$ cat src/rtl/ccg_pkg.sv
package ccg_pkg;

  localparam int SEL_W = 6;

  // Operation field, selector bits 5..1
  typedef enum logic [SEL_W-2:0] {
    OP_CONST_LO = 5'd0,
    OP_CONST_HI = 5'd1,
    OP_SCMP     = 5'd2,
    OP_UCMP     = 5'd3,
    OP_SADD     = 5'd4,
    OP_SSUB     = 5'd5,
    OP_LADD     = 5'd6,
    OP_LADDC    = 5'd7,
    OP_LSUB     = 5'd8,
    OP_LSUBB    = 5'd9,
    OP_ABS      = 5'd10,
    OP_NABS     = 5'd11,
    OP_CPL      = 5'd12,
    OP_MUL      = 5'd13
  } op_e;

  typedef struct packed {
    logic [1:0] scmp;
    logic [1:0] ucmp;
    logic [1:0] sadd;
    logic [1:0] ssub;
    logic [1:0] ladd;
    logic [1:0] laddc;
    logic [1:0] lsub;
    logic [1:0] lsubb;
    logic [1:0] absv;
    logic [1:0] nabs;
    logic [1:0] cpl;
  } lane_cc_t;

endpackage

$ cat src/rtl/ccg_lane.sv
module ccg_lane
  import ccg_pkg::*;
#(
  parameter int LW = 32
) (
  input  logic [LW-1:0] a,
  input  logic [LW-1:0] b,
  input  logic [LW-1:0] r,
  output lane_cc_t      codes
);

  localparam int M = LW - 1;
  localparam logic [LW-1:0] MOST_NEG = {1'b1, {M{1'b0}}};

  logic          a_neg, b_neg, r_neg;
  logic          a_pos, b_pos, r_pos;
  logic          r_nz;
  logic [1:0]    r_sign_cc;
  logic [LW-1:0] diff_ab;
  logic [LW-1:0] carry_sum;
  logic          carry_out;
  logic          borrow_in;
  logic          borrow_out;
  logic          sadd_ov, ssub_ov;

  always_comb begin
    a_neg     = a[M];
    b_neg     = b[M];
    r_neg     = r[M];
    r_nz      = (r != '0);
    a_pos     = !a[M] && (a != '0);
    b_pos     = !b[M] && (b != '0);
    r_pos     = !r[M] && r_nz;
    r_sign_cc = r_neg ? 2'd1 : (r_nz ? 2'd2 : 2'd0);

    sadd_ov = (a_pos && b_pos && r_neg) || (a_neg && b_neg && r_pos);
    ssub_ov = (a_pos && b_neg && r_neg) || (a_neg && b_pos && r_pos);

    // carry-in recovery: r - a equals b plus the carry that came in
    carry_sum = r - a;
    carry_out = (carry_sum < b) || (r < a);

    // borrow-in recovery: any departure from a - b means a borrow came in
    diff_ab    = a - b;
    borrow_in  = (r != diff_ab);
    borrow_out = borrow_in ? (b >= a) : (b > a);

    codes.scmp  = (a == b) ? 2'd0 : (($signed(a) < $signed(b)) ? 2'd1 : 2'd2);
    codes.ucmp  = (a == b) ? 2'd0 : ((a < b) ? 2'd1 : 2'd2);
    codes.sadd  = sadd_ov ? 2'd3 : r_sign_cc;
    codes.ssub  = ssub_ov ? 2'd3 : r_sign_cc;
    codes.ladd  = {(r < a), r_nz};
    codes.laddc = {carry_out, r_nz};
    codes.lsub  = !r_nz ? 2'd2 : ((b > a) ? 2'd1 : 2'd3);
    codes.lsubb = {!borrow_out, r_nz};
    codes.absv  = (r == MOST_NEG) ? 2'd3 : (r_nz ? 2'd2 : 2'd0);
    codes.nabs  = {1'b0, r_nz};
    codes.cpl   = (r == MOST_NEG) ? 2'd3 : r_sign_cc;
  end

  always_comb begin
    if (codes.sadd == 2'd3) begin
      AST_SADD_OV_SIGNS: assert (a[M] == b[M] && r[M] != a[M]);
    end
    if (codes.ladd[1]) begin
      AST_LADD_WRAPPED: assert ((a + b) == r ? (b != '0) : 1'b1);
    end
    if (codes.lsub == 2'd2) begin
      AST_LSUB_ZERO_RES: assert (r == '0);
    end
  end

endmodule

$ cat src/rtl/ccg_mul.sv
module ccg_mul #(
  parameter int W = 64
) (
  input  logic [W-1:0] hi_half,
  input  logic [W-1:0] lo_half,
  input  logic [W-1:0] prod,
  output logic [1:0]   cc_narrow,
  output logic [1:0]   cc_wide
);

  localparam int HALF = W / 2;

  logic [HALF:0] top_bits;
  logic          top_uniform;
  logic          wide_fits;

  always_comb begin
    // narrow product: the upper half plus the narrow sign bit must agree
    top_bits    = prod[W-1:HALF-1];
    top_uniform = (top_bits == '0) || (&top_bits);
    if (prod == '0)        cc_narrow = 2'd0;
    else if (!top_uniform) cc_narrow = 2'd3;
    else if (prod[W-1])    cc_narrow = 2'd1;
    else                   cc_narrow = 2'd2;

    // wide product: the high half must be a sign copy of the low half
    wide_fits = (hi_half == {W{lo_half[W-1]}});
    if (hi_half == '0 && lo_half == '0) cc_wide = 2'd0;
    else if (!wide_fits)                cc_wide = 2'd3;
    else if (hi_half[W-1])              cc_wide = 2'd1;
    else                                cc_wide = 2'd2;
  end

  always_comb begin
    if (cc_wide == 2'd1) begin
      AST_MUL_WIDE_NEG: assert (lo_half[W-1]);
    end
  end

endmodule

$ cat src/rtl/ccg_decode.sv
module ccg_decode
  import ccg_pkg::*;
(
  input  logic [SEL_W-1:0] sel,
  input  lane_cc_t         cc_n,
  input  lane_cc_t         cc_w,
  input  logic [1:0]       mul_n,
  input  logic [1:0]       mul_w,
  output logic [1:0]       cc,
  output logic             unknown
);

  lane_cc_t   pick;
  logic [1:0] mul_pick;

  always_comb begin
    pick     = sel[0] ? cc_w  : cc_n;
    mul_pick = sel[0] ? mul_w : mul_n;
    cc       = 2'd0;
    unknown  = 1'b0;
    case (sel[SEL_W-1:1])
      OP_CONST_LO, OP_CONST_HI: cc = sel[1:0];
      OP_SCMP:  cc = pick.scmp;
      OP_UCMP:  cc = pick.ucmp;
      OP_SADD:  cc = pick.sadd;
      OP_SSUB:  cc = pick.ssub;
      OP_LADD:  cc = pick.ladd;
      OP_LADDC: cc = pick.laddc;
      OP_LSUB:  cc = pick.lsub;
      OP_LSUBB: cc = pick.lsubb;
      OP_ABS:   cc = pick.absv;
      OP_NABS:  cc = pick.nabs;
      OP_CPL:   cc = pick.cpl;
      OP_MUL:   cc = mul_pick;
      default:  unknown = 1'b1;
    endcase
  end

endmodule

$ cat src/rtl/cond_code_gen.sv
module cond_code_gen
  import ccg_pkg::*;
#(
  parameter int W = 64
) (
  input  logic             clk,
  input  logic             rst_n,
  input  logic             in_valid,
  input  logic [SEL_W-1:0] in_sel,
  input  logic [W-1:0]     opa,
  input  logic [W-1:0]     opb,
  input  logic [W-1:0]     res,
  output logic             out_valid,
  output logic [1:0]       cc_out,
  output logic             sel_err
);

  localparam int HALF   = W / 2;
  localparam int NLANES = 2;

  // reset: asserted asynchronously, released on the clock
  logic rst_meta, rst_q;
  always_ff @(posedge clk or negedge rst_n) begin
    if (!rst_n) begin
      rst_meta <= 1'b0;
      rst_q    <= 1'b0;
    end else begin
      rst_meta <= 1'b1;
      rst_q    <= rst_meta;
    end
  end

  lane_cc_t   lane_cc [NLANES];
  logic [1:0] mul_n, mul_w;
  logic [1:0] cc_comb;
  logic       unk_comb;

  for (genvar g = 0; g < NLANES; g++) begin : g_lane
    localparam int LW = (g == 0) ? HALF : W;
    ccg_lane #(.LW(LW)) u_lane (
      .a     (opa[LW-1:0]),
      .b     (opb[LW-1:0]),
      .r     (res[LW-1:0]),
      .codes (lane_cc[g])
    );
  end

  ccg_mul #(.W(W)) u_mul (
    .hi_half   (opa),
    .lo_half   (opb),
    .prod      (res),
    .cc_narrow (mul_n),
    .cc_wide   (mul_w)
  );

  ccg_decode u_decode (
    .sel     (in_sel),
    .cc_n    (lane_cc[0]),
    .cc_w    (lane_cc[1]),
    .mul_n   (mul_n),
    .mul_w   (mul_w),
    .cc      (cc_comb),
    .unknown (unk_comb)
  );

  logic       vld_d, err_d;
  logic [1:0] cc_d;
  logic       vld_q, err_q;
  logic [1:0] cc_q;

  always_comb begin
    vld_d = in_valid;
    err_d = in_valid && unk_comb;
    cc_d  = in_valid ? cc_comb : cc_q;
  end

  always_ff @(posedge clk or negedge rst_q) begin
    if (!rst_q) begin
      vld_q <= 1'b0;
      err_q <= 1'b0;
      cc_q  <= 2'd0;
    end else begin
      vld_q <= vld_d;
      err_q <= err_d;
      cc_q  <= cc_d;
    end
  end

  assign out_valid = vld_q;
  assign sel_err   = err_q;
  assign cc_out    = cc_q;

  AST_VALID_NEXT: assert property (@(posedge clk) disable iff (!rst_q) in_valid |=> out_valid);
  AST_IDLE_HOLD: assert property (@(posedge clk) disable iff (!rst_q) !in_valid |=> ($stable(cc_out) && !out_valid));
  AST_ERR_CODE_ZERO: assert property (@(posedge clk) disable iff (!rst_q) sel_err |-> (out_valid && cc_out == 2'd0));
  AST_ERR_NO_STRETCH: assert property (@(posedge clk) disable iff (!rst_q) !in_valid |=> !sel_err);
  AST_CONST_PASS: assert property (@(posedge clk) disable iff (!rst_q) (in_valid && in_sel[SEL_W-1:2] == '0) |=> (cc_out == $past(in_sel[1:0])));
  AST_CMP_EQUAL: assert property (@(posedge clk) disable iff (!rst_q) (in_valid && in_sel[SEL_W-1:2] == 'd1 && opa == opb) |=> (cc_out == 2'd0));

endmodule

$ cat config.mk
export PLATFORM = sky130hd
export DESIGN_NAME = cond_code_gen
export DESIGN_NICKNAME = d
export VERILOG_FILES = /design/src/rtl/ccg_pkg.sv /design/src/rtl/ccg_lane.sv /design/src/rtl/ccg_mul.sv /design/src/rtl/ccg_decode.sv /design/src/rtl/cond_code_gen.sv
export SDC_FILE = /design/constraint.sdc
export NUM_CORES = 1
export LEC_CHECK = 0
export ABC_AREA = 1
export CAP_MARGIN = 20
export CORE_MARGIN = 5
export CORE_UTILIZATION = 61
export CTS_BUF_LIST = sky130_fd_sc_hd__clkbuf_8
export DETAILED_ROUTE_END_ITERATION = 10
export HOLD_SLACK_MARGIN = 0.08
export PLACE_DENSITY = 0.88
export REMOVE_ABC_BUFFERS = 1
export SLEW_MARGIN = 20
export SYNTH_ARGS = -nofsm -noshare
export SYNTH_HDL_FRONTEND = slang
export SYNTH_SLANG_ARGS = --single-unit
export TNS_END_PERCENT = 10
$ cat constraint.sdc
create_clock -name clk -period 0.9 [get_ports clk]
set_clock_uncertainty 0.15 [all_clocks]
set_input_delay 0.18 -clock clk [delete_from_list [all_inputs] [get_ports clk]]
set_output_delay 0.18 -clock clk [all_outputs]
set_load 0.005 [all_outputs]
==> results of run 1 <==
-- synthesized netlist by cell type, drive strengths merged, types with 5 or more instances --
cell type	n
o41ai	6
o21bai	14
nand2	878
a21boi	6
o21ai	77
nand4	71
nor3	36
a21oi	200
inv	627
xor2	63
nand3b	16
nor2	308
nor4	33
xnor2	50
ha	193
a31oi	38
o2111ai	5
dfrtp	6
o21a	7
nand3	171
a21o	8
-- through the flow --
step | std cells | setup TNS [ps] | cell area, µm² | hold WS (ps) | setup slack, ps
after floorplan | 2854 | -4350 | 14600 | -266 | -2860
after global placement | 4110 | -7850 | 22600 | -90.1 | -3850
after detailed placement | 4110 | -8620 | 22600 | -94.1 | -4370
-- cells by family after synthesis --
| family | count (synthesis) |
|---|---|
| AND/OR/NAND/NOR | 1524 |
| buffers and inverters | 636 |
| AO/OA/AOI/OAI | 385 |
| adder cells (fa/ha/maj) | 195 |
| XOR/XNOR | 113 |
| flip-flops | 6 |
| other | 1 |
==> results.md, run 1 <==
- Status: stopped before the end
- Stop stage: clock tree synthesis (4_1_cts)
- Stop err: [ERROR DPL-0038] Utilization greater than 100%, impossible to legalize
- Seq cells post-synth: 6
- Top-area cell type share of the netlist area: 0.221
- Clk sinks: 6
- IO Pins: 205
- Synth Area in Simple Gates: 0.440
- Top FF cell, synth: dfrtp_1
- Num CTS Buffers: 3
- Final HPWL DP: 78.7 mm
- Library cells used by synthesis: 52
- Complex-gate fraction of the synthesized area: 0.152
- Mux share of post-synthesis cell area: 0
- Max clock buf depth: 2
- Synthesized area per cell: 5.13 µm²
- XOR/XNOR share of the synthesized area: 0.0674
- Port-buffer cells: 204
- Die Ht: 165 µm
- Dominant cells by area after synthesis: nand2_1 22%, ha_1 16%, inv_1 16%
- Die width: 165 µm
- Postcts setup bufs: 28
- Share of the yosys chip area belonging to registers: 0.0102
- Synthesized area: 14,700 µm²
- Syn Inst Count: 2,860
- Yosys Warn Count: 0
- Initial Util: 0.621
- Clk root buf: clkbuf_8
- Cell Rows: 56
- FFs w/ async S/R, synth: 1.00
- CTS resizes: 236
- EDFF count, synth: 0
- Largest family of logic cells by synthesized area: simple AND/OR/NAND/NOR gates
- Area leader, netlist: nand2_1
- Synth Area in Adders: 0.167
- Routability cong.: 1.26
- CTS HTree Levels: 1
==> run 2, diff against run 1 <==
--- a/config.mk
+++ b/config.mk
@@ -8,11 +8,9 @@
 export ABC_AREA = 1
 export CAP_MARGIN = 20
 export CORE_MARGIN = 5
-export CORE_UTILIZATION = 61
-export CTS_BUF_LIST = sky130_fd_sc_hd__clkbuf_8
+export CORE_UTILIZATION = 40
 export DETAILED_ROUTE_END_ITERATION = 10
-export HOLD_SLACK_MARGIN = 0.08
-export PLACE_DENSITY = 0.88
+export PLACE_DENSITY_LB_ADDON = 0.15
 export REMOVE_ABC_BUFFERS = 1
 export SLEW_MARGIN = 20
 export SYNTH_ARGS = -nofsm -noshare
==> results.md, run 2 <==
- Status: finished, violations left
- Failing checks: hold timing, setup timing
- FFs w/ async S/R, synth: 1.00 (unchanged)
- Max_cap viols: 0
- Combinational Power Share: 0.946
- Share of layout cells above drive strength 1: 0.292
- Die ar.: 40,600 µm²
- Cell Rows: 70 (+25%)
- Hold slack: -92.4 ps
- IO Pins: 205 (unchanged)
- Kind of critical path: in -> reg
- Wire length per cell: 18.8 µm
- Worst VDD drop: 0.000426 V
- Via-to-Cell Ratio: 5.34
- DRC Markers: 0
- WL final: 82.9 mm
- Tot GR Track Use: 0.378
- Slew Viols, Final: 0
- Int Power: 9.17 mW
- Clock share of power: 0.038
- Library cells used by synthesis: 52 (unchanged)
- Most common cell after layout, fill and taps aside: buf_4
- Area leader, netlist: nand2_1
- Routed Antenna Nets: 0
- First-pass GRT wire length: 122 mm
- Worst Setup Start Kind: input pin
- Power per cell area: 751 nW/µm²
- Slew headroom: 0.325
- Sw Share: 0.518
- Final Util: 0.695
- Num CTS Buffers: 3 (unchanged)
- Final HPWL DP: 73.1 mm (-7.1%)
- Max reg flops: 2
- Sw power: 9.85 mW
- CORE AREA: 36,400 µm²
- CTS HTree Levels: 1 (unchanged)
- Sequential power share: 0.016
- Ant diodes: 0
- HP Class: reg -> async
- Req. time, crit path: 870 ps
- Routability cong.: 1.11 (-12%)
- Most frequent cells in the layout: 878 x buf_4, 842 x nand2_1, 590 x inv_1
- Clk sinks: 6 (unchanged)
- CP max FO: 4
- Initial Util: 0.403 (-0.219)
- Design Area, Final: 25,300 µm²
- Top FF cell, synth: dfrtp_1
- Final Hold Viols: 6
- Top-area cell type share of the netlist area: 0.221 (unchanged)
- Worst-Skew Late Latency: 230 ps
- Share of the yosys chip area belonging to registers: 0.0102 (unchanged)
- Die Ht: 202 µm (+22%)
- Port-buffer cells: 204 (unchanged)
- Leak: 14.2 nW
- Seq cells post-synth: 6 (unchanged)
- DR vias: 23,575
- EDFF count, synth: 0 (unchanged)
- Crit path DAT: 4150 ps
- R2R depth: 2
- Net count, final: 4,344
- Layout area overhead: 72.7%
- Placed instance area: 23,700 µm² (+4.9%)
- Dpl ws: -4120 ps (+250 ps)
- Initial antenna violation count: 0
- Max clock buf depth: 2 (unchanged)
- Grt total ovfl: 0
- Vias in the first global route: 22,735
- Drt pass-1 iters: 6
- RSZ-0062 raised after global routing: true
- Syn Inst Count: 2,860 (unchanged)
- Largest net degree at the start of global routing: 12
- Min Tclk post-route: 4180 ps
- Least-Margin Pin Slew: 999 ps
- Synthesized area per cell: 5.13 µm² (unchanged)
- Synthesized area: 14,700 µm² (unchanged)
- Clk slew on worst S/H paths: 30 ps
- Count of final setup violators: 6
- Crit end category: flip-flop
- TritonCTS clock tree: built
- Dominant cells by area after synthesis: nand2_1 22%, ha_1 16%, inv_1 16%
- Total power: 19.0 mW
- Die width: 202 µm (+22%)
- Max Fclk: 239 MHz
- Most instantiated cells after synthesis: 865 x nand2_1, 620 x inv_1, 292 x nor2_1
- Final setup margin: -3280 ps
- Period utilisation layout: 4.65
- Yosys Warn Count: 0 (unchanged)
- Most frequent cell after synthesis: nand2_1
- Clk root buf: clkbuf_16
- Detailed Route Iter0 Violations: 2,372
-- run 2: kinds of logic after synthesis --
family                     count (synthesis)  synth area share
and+or+nand+nor                         1524             0.440
buffers and inverters                    636             0.163
AOI/OAI and AO/OA                        385             0.152
adders and majority gates                195             0.167
xor gates and xnor gates                 113            0.0674
DFF                                        6            0.0102
other                                      1          0.000256
-- run 2: routing by layer --
| metal | vias to the layer above | share of wire | GRT usage |
|---|---|---|---|
| li1 | 11306 | - | - |
| met2 | 1183 | 0.44 | 0.623 |
| met1 | 10852 | 0.41 | 0.503 |
| met5 | - | 0 | 0 |
| met3 | 234 | 0.099 | 0.0504 |
| met4 | 0 | 0.049 | 0.139 |
-- run 2: power groups by stage --
stage	Combinational, mW	Sequential, mW	Clock [mW]
2_1_floorplan	7.65	0.309	0
3_3_place_gp	15.8	0.308	0
3_5_place_dp	16.1	0.309	0
4_1_cts	16.7	0.306	0.729
5_1_grt	19.3	0.309	0.762
6_report	18.0	0.306	0.721
-- run 2: worst max-delay path: stages --
cell             delay (ps)
clkdlybuf4s50_1         510
inv_2                    70
ha_4                    270
buf_4                   120
nand2_1                 100
nor2_2                  120
inv_2                    70
nor2_1                   90
inv_1                    70
nor4_1                  290
buf_4                   170
nand3_1                  70
nand3_1                 110
buf_6                   150
a31oi_1                 100
xor2_1                  160
ha_1                    300
nand4_1                 160
nor3_4                  200
nand4_1                 120
nor2_1                  150
nand2_2                  60
a21oi_2                 160
nor2_4                   80
nor2_2                  120
nand2_1                  60
nand2_1                  50
nand2_1                  40
-- run 2: final timing paths --
| path | startpoint | to | slack (ps) |
|---|---|---|---|
| setup / recovery | opa[28] | cc_out[1]$_DFFE_PN0P_ | -3280 |
| hold / removal | rst_q$_DFF_PN0_ | sel_err$_DFF_PN0_ | -90 |
| setup reg to reg | cc_out[1]$_DFFE_PN0P_ | cc_out[1]$_DFFE_PN0P_ | 160 |
| hold reg to reg | rst_q$_DFF_PN0_ | sel_err$_DFF_PN0_ | -90 |
| max in group asynchronous | rst_n | rst_meta$_DFF_PN0_ | 520 |
| min in group clk | in_valid | out_valid$_DFF_PN0_ | 80 |
-- run 2: timing repair --
| action | 4_1_cts | 5_1_grt |
|---|---|---|
| endpoints found under the hold margin | 6 | 6 |
| buffers inserted | 20 | 11 |
| cloned | 0 | 0 |
| pin swaps | 48 | 66 |
| endpoints found under the setup margin | 7 | 7 |
| resized for setup | 143 | 198 |
-- run 2: layout make-up --
| class | count | area (µm²) |
|---|---|---|
| repair buffers | 1089 | 8740 |
| clock buffers | 3 | 75.1 |
| inverters | 630 | 2370 |
| flip-flops and latches | 6 | 150 |
| well taps | 468 | 586 |
| multi-input cells | 2218 | 13400 |
| fillers | 3400 | 11100 |
-- run 2: stage by stage --
step	std cells	hold WS, ps	setup TNS, ps
3_5_place_dp	4381	-90.0	-8470
5_1_grt	4414	-73.6	-6540
2_1_floorplan	2854	-266	-4350
3_3_place_gp	4381	-90.8	-8320
4_1_cts	4403	-87.3	-6560
6_report	4414	-92.4	-6000
Note: power is estimated with default switching activity, not from simulation.
